===== src/rtl/mavg_pkg.sv =====
package mavg_pkg;

  function automatic bit is_pow2(input int unsigned v);
    return (v >= 2) && ((v & (v - 1)) == 0);
  endfunction

  function automatic int unsigned max_sum(input int unsigned data_w, input int unsigned win);
    return win * ((32'd1 << data_w) - 1);
  endfunction

endpackage


===== src/rtl/mavg_ptr.sv =====
// Write pointer, look-ahead read address and window-full flag.
module mavg_ptr #(
  parameter int unsigned WIN = 128,
  localparam int unsigned AW = $clog2(WIN)
) (
  input  logic          clk_i,
  input  logic          rst_ni,
  input  logic          adv_i,
  output logic [AW-1:0] wr_addr_o,
  output logic [AW-1:0] rd_addr_o,
  output logic          full_o
);

  logic [AW-1:0] wr_q;
  logic          full_q;
  logic          wrap;

  assign wrap = adv_i && (wr_q == AW'(WIN - 1));

  always_ff @(posedge clk_i or negedge rst_ni) begin
    if (!rst_ni) begin
      wr_q   <= '0;
      full_q <= 1'b0;
    end else if (adv_i) begin
      wr_q <= wr_q + AW'(1);
      if (wrap) full_q <= 1'b1;
    end
  end

  // Read one slot ahead when advancing so the oldest entry sits on the port next time.
  assign rd_addr_o = adv_i ? wr_q + AW'(1) : wr_q;
  assign wr_addr_o = wr_q;
  assign full_o    = full_q;

endmodule


===== src/rtl/mavg_ram.sv =====
// Simple dual-port memory, registered read.
module mavg_ram #(
  parameter int unsigned DW    = 12,
  parameter int unsigned DEPTH = 128,
  localparam int unsigned AW   = $clog2(DEPTH)
) (
  input  logic          clk_i,
  input  logic          we_i,
  input  logic [AW-1:0] waddr_i,
  input  logic [DW-1:0] wdata_i,
  input  logic [AW-1:0] raddr_i,
  output logic [DW-1:0] rdata_o
);

  logic [DW-1:0] mem [DEPTH];

  always_ff @(posedge clk_i) begin
    if (we_i) mem[waddr_i] <= wdata_i;
    rdata_o <= mem[raddr_i];
  end

endmodule


===== src/rtl/mavg_acc.sv =====
// Recursive accumulator: one add, one subtract per update.
module mavg_acc #(
  parameter int unsigned DW = 12,
  parameter int unsigned SW = 19
) (
  input  logic          clk_i,
  input  logic          rst_ni,
  input  logic          en_i,
  input  logic [DW-1:0] add_i,
  input  logic [DW-1:0] sub_i,
  input  logic          sub_en_i,
  output logic [SW-1:0] sum_o
);

  logic [SW-1:0] sum_q;
  logic [DW-1:0] sub_m;
  logic [SW-1:0] sum_d;

  assign sub_m = sub_en_i ? sub_i : '0;
  assign sum_d = sum_q + SW'(add_i) - SW'(sub_m);

  always_ff @(posedge clk_i or negedge rst_ni) begin
    if (!rst_ni)   sum_q <= '0;
    else if (en_i) sum_q <= sum_d;
  end

  assign sum_o = sum_q;

endmodule


===== src/rtl/mavg_filter.sv =====
module mavg_filter
  import mavg_pkg::*;
#(
  parameter int unsigned DATA_W = 12,
  parameter int unsigned WIN    = 128,
  localparam int unsigned LOG_W = $clog2(WIN),
  localparam int unsigned SUM_W = DATA_W + LOG_W
) (
  input  logic              clk_i,
  input  logic              rst_ni,
  input  logic              valid_i,
  input  logic [DATA_W-1:0] sample_i,
  output logic [SUM_W-1:0]  sum_o,
  output logic [DATA_W-1:0] avg_o,
  output logic              valid_o,
  output logic              full_o
);

  if (!is_pow2(WIN)) begin : g_bad_win
    $error("WIN must be a power of two, at least 2");
  end

  logic [LOG_W-1:0]  wr_addr;
  logic [LOG_W-1:0]  rd_addr;
  logic [DATA_W-1:0] old_sample;
  logic              full;
  logic [SUM_W-1:0]  sum;
  logic              valid_q;

  mavg_ptr #(.WIN(WIN)) u_ptr (
    .clk_i     (clk_i),
    .rst_ni    (rst_ni),
    .adv_i     (valid_i),
    .wr_addr_o (wr_addr),
    .rd_addr_o (rd_addr),
    .full_o    (full)
  );

  mavg_ram #(.DW(DATA_W), .DEPTH(WIN)) u_ram (
    .clk_i   (clk_i),
    .we_i    (valid_i),
    .waddr_i (wr_addr),
    .wdata_i (sample_i),
    .raddr_i (rd_addr),
    .rdata_o (old_sample)
  );

  // Outgoing term is masked until the buffer has wrapped once.
  mavg_acc #(.DW(DATA_W), .SW(SUM_W)) u_acc (
    .clk_i    (clk_i),
    .rst_ni   (rst_ni),
    .en_i     (valid_i),
    .add_i    (sample_i),
    .sub_i    (old_sample),
    .sub_en_i (full),
    .sum_o    (sum)
  );

  always_ff @(posedge clk_i or negedge rst_ni) begin
    if (!rst_ni) valid_q <= 1'b0;
    else         valid_q <= valid_i;
  end

  assign sum_o   = sum;
  assign avg_o   = sum[SUM_W-1:LOG_W];
  assign valid_o = valid_q;
  assign full_o  = full;

endmodule


===== config.mk =====
export PLATFORM = sky130hd
export DESIGN_NAME = mavg_filter
export DESIGN_NICKNAME = d
export VERILOG_FILES = /design/src/rtl/mavg_pkg.sv /design/src/rtl/mavg_ptr.sv /design/src/rtl/mavg_ram.sv /design/src/rtl/mavg_acc.sv /design/src/rtl/mavg_filter.sv
export SDC_FILE = /design/constraint.sdc
export NUM_CORES = 2
export LEC_CHECK = 0
export BUFFER_PORTS_ARGS = -buffer_cell sky130_fd_sc_hd__buf_2
export CAP_MARGIN = 20
export CORE_UTILIZATION = 45
export CTS_CLUSTER_SIZE = 24
export DETAILED_ROUTE_END_ITERATION = 10
export PLACE_DENSITY = 0.58
export SLEW_MARGIN = 20
export SYNTH_ARGS = -nofsm -noshare
export SYNTH_HDL_FRONTEND = slang
export SYNTH_SLANG_ARGS = --single-unit
export TNS_END_PERCENT = 1

===== constraint.sdc =====
create_clock -name clk_i -period 3.7 [get_ports clk_i]
set_input_delay 0.74 -clock clk_i [delete_from_list [all_inputs] [get_ports clk_i]]
set_output_delay 0.74 -clock clk_i [all_outputs]
set_load 0.01 [all_outputs]

==> reports/summary.txt <==
Status: finished, violations left
Violated checks: DRC
Post-Synthesis Cells: 3950
Period utilization: 92.33%
First-iteration detailed-routing DRC count: 4456
Clk sink count: 1576
Final net count: 4288
Pwr per Cell Area: 801.3 mW/mm^2
Core box area: 0.1650 sq mm
GRT Overall Usage: 24.59%
CP startpoint kind: flip-flop
Max VDD drop: 903.6 uV
Top cell type by total area after synthesis: edfxtp_1
Clk Latency, worst-skew pair: 790 ps
Reg2reg start: u_ptr.full_o
Slew Limit Fails: 0
Die Ht: 409.9 um
Fillers: 13.18k
Grt peak-use layer: met2
Width of the die: 409.9 um
Port Buffers: 47
Layout cells sized above 1: 34.16%
Via count: 41.79k
Critical path required time: 4360 ps
Cts bufs inserted: 171
Mean post-synth cell area: 18.95 sq um
IO Count: 48
Setup crit end: u_acc.sum_o[18]
RR Endpoint: u_acc.sum_o[18]
Die area: 0.1680 sq mm
Remaining antenna violation count: 0
H-Tree Depth: 4
Register area share after synthesis: 62.88%
Final GP Congestion: 0.8531
Final HPWL DP: 130200 um
Distinct cells, synth: 65
Arr. time, crit path: 4080 ps
Area delta synth->final: 13.75%
Final Power: 68.23 mW
Fin. Hold Viols: 0
Drt drc: 28
Post-synth top flop: edfxtp_1
Root buffer cell: clkbuf_16
Top cells by area, synth: edfxtp_1 (62%), mux4_2 (24%), nand2_1 (2.0%), mux2i_1 (1.0%), dfrtp_1 (0.94%)
Initial Util: 45.37%
Setup CP Type: reg2reg
Vias in the first global route: 42.32k
Final setup fails: 0
Largest net degree at the start of global routing: 129
CTS Hold Bufs: 0
Reg-to-reg slack, setup: 280 ps
Mapped Area: 0.07485 sq mm
Clk slew on worst S/H paths: 60 ps
Per-cell routed wire length: 31.24 um
Met2 Track Usage GR: 39.55%
Asr flop ratio synth: 1.777%
DRT Wirelength: 205300 um
Worst Slack Setup Final: 283.7 ps
Initial antenna violation count: 7
Tightest Pin Transition: 1112 ps
CP Launch Point: u_ptr.full_o
Yosys top cell area share: 61.62%
Mapped Nets: 3997
Met1 GRT Util: 34.77%
YS warnings: 0
CTS tree: yes
Synthesized flop and latch total: 1576
PostCTS Resize Cnt: 0
Peak Freq: 292.7 MHz
Worst slew margin: 25.84%
M3 GR Usage: 3.785%
Minimum clock period: 3416 ps
Setup WS pre-CTS: -289.8 ps
RSZ-0062 raised after global routing: no
Hold slack: 59.67 ps
Postcts setup bufs: 0
GRT Residual Overflow: 0
Via-per-instance ratio: 6.360
MaxCap Viol Count: 0
Crit path max fanout: 6
First-pass GRT wire length: 298100 um
CTS Buffer Depth: 3
Setup Skew: 22.20 ps
Reg2reg path depth: 12
Pleak: 27.53 nW
FP Rows: 149
TritonRoute pass-1 iters: 8
CP Capture Type: flip-flop
Post-synth EDFFs: 1536
Hold Crit Class: in2async
per-stage QoR:
| stage | utilization [%] | cells | TNS [ps] | instance area, sq um |
|---|---|---|---|---|
| finish | 51.61 | 6571 | 0 | 85150 |
| global route | 51.61 | 6569 | 0 | 85140 |
| global placement | 48.39 | 6257 | -418.4 | 79840 |
| CTS | 51.60 | 6569 | 0 | 85140 |
| detailed placement | 48.39 | 6257 | -443.7 | 79840 |
| floorplan | - | 3950 | 0 | 74850 |
power by group:
group	internal [mW]	switching, mW
logic	14.6	16.6
registers	20.1	0.485
clock network	9.27	7.10
metal layers:
layer  share of wire (%)  vias to the layer above  routed length (um)
met2                  48                     1627               99380
met4                 2.9                        2                5959
li1                    -                    17236                   -
met1                  42                    22629               86120
met5              0.0044                        -                   9
met3                 6.7                      298               13820
logic make-up after synthesis:
kind of cell	count (synthesis)	share of synthesized area, %
and+or+nand+nor	716	4.174
adders and majority gates	32	0.6552
AOI/OAI and AO/OA	350	3.452
DFF	1576	62.88
buffers and inverters	374	3.263
xor gates and xnor gates	20	0.2641
muxes	882	25.32
critical path, stage by stage (launching register included):
cell and delay [ps]:
dfrtp_1 420, and2_1 150, ha_1 260, inv_1 40, ha_1 220, fa_1 480, a211oi_2 290, o21ai_1 160
a211oi_1 340, nor3_1 140, or4_1 520, o311a_1 130, xnor2_1 120
worst min path at each step:
stage	from	to	slack (ps)	cells after the start
detailed placement	u_ptr.full_o	u_ptr.full_o	530	1
floorplan	rst_ni	u_acc.sum_o[0]	440	0
finish	rst_ni	u_acc.sum_o[17]	60	1
global placement	u_ptr.full_o	u_ptr.full_o	530	1
CTS	rst_ni	u_acc.sum_o[13]	40	1
global route	rst_ni	u_acc.sum_o[12]	70	1
cell usage in the layout, fill, tap and decap left out, types with 10 or more instances in the layout:
cell type  instances
clkbuf_1          42
o21a_1            24
mux4_2           783
and3_1            27
o21ai_1           18
a211oi_1          29
inv_1             61
clkbuf_16        173
nor4_2            12
xor2_1            10
nor2b_1           34
edfxtp_1        1536
a31oi_1           60
a21oi_1           16
clkinv_2          28
a221o_1           12
mux4_1            18
buf_12            98
dfxtp_1           12
nand3_1           55
o22ai_1           61
clkinv_1          38
o21ai_0           26
and2_1            17
buf_2             34
dfrtp_1           24
ha_1              19
nand2_1          400
buf_4            296
nor2_1           143
mux2i_1           78
a32oi_1           60
o41ai_2           12
fa_1              12
a311o_1           12
cell type report:
type | count | area [sq um] | share of cell area, %
antenna | 2 | 5.005 | 0.005878
clock buffer | 217 | 4514 | 5.302
clock inverter | 95 | 788.3 | 0.9257
inverter | 64 | 252.7 | 0.2968
multi-input combinational | 2000 | 25420 | 29.85
sequential | 1576 | 47080 | 55.29
tap | 2189 | 2739 | 3.217
timing repair buffer | 428 | 4354 | 5.114
cell usage after synthesis, drive strengths merged (2+ instances only):
master and instances:
edfxtp 1536, mux4 803, nand2 401, buf 234, nor2 145, mux2i 78
clkbuf 75, inv 64, o22ai 61, a31oi 60, a32oi 60, nand3 59
o21ai 44, nor2b 35, a211oi 30, dfrtp 28, and3 27, o21a 24
ha 20, and2 18, a21oi 17, a221o 12, a311o 12, dfxtp 12
fa 12, nor4 12, o41ai 12, xor2 11, xnor2 9, nand2b 5
nor3 5, nand4 4, nand3b 3, o21bai 3, a21o 2, a311oi 2
a31o 2, o211ai 2, o221ai 2
registers in the layout (all words and copies together), names as in the netlist:
signal	cells
u_ptr.full_o	1
u_ptr.wr_addr_o	7
u_acc.sum_o	19
u_ram.mem	1536
u_ram.rdata_o	12
valid_o	1
(Power assumes the default switching activity.)
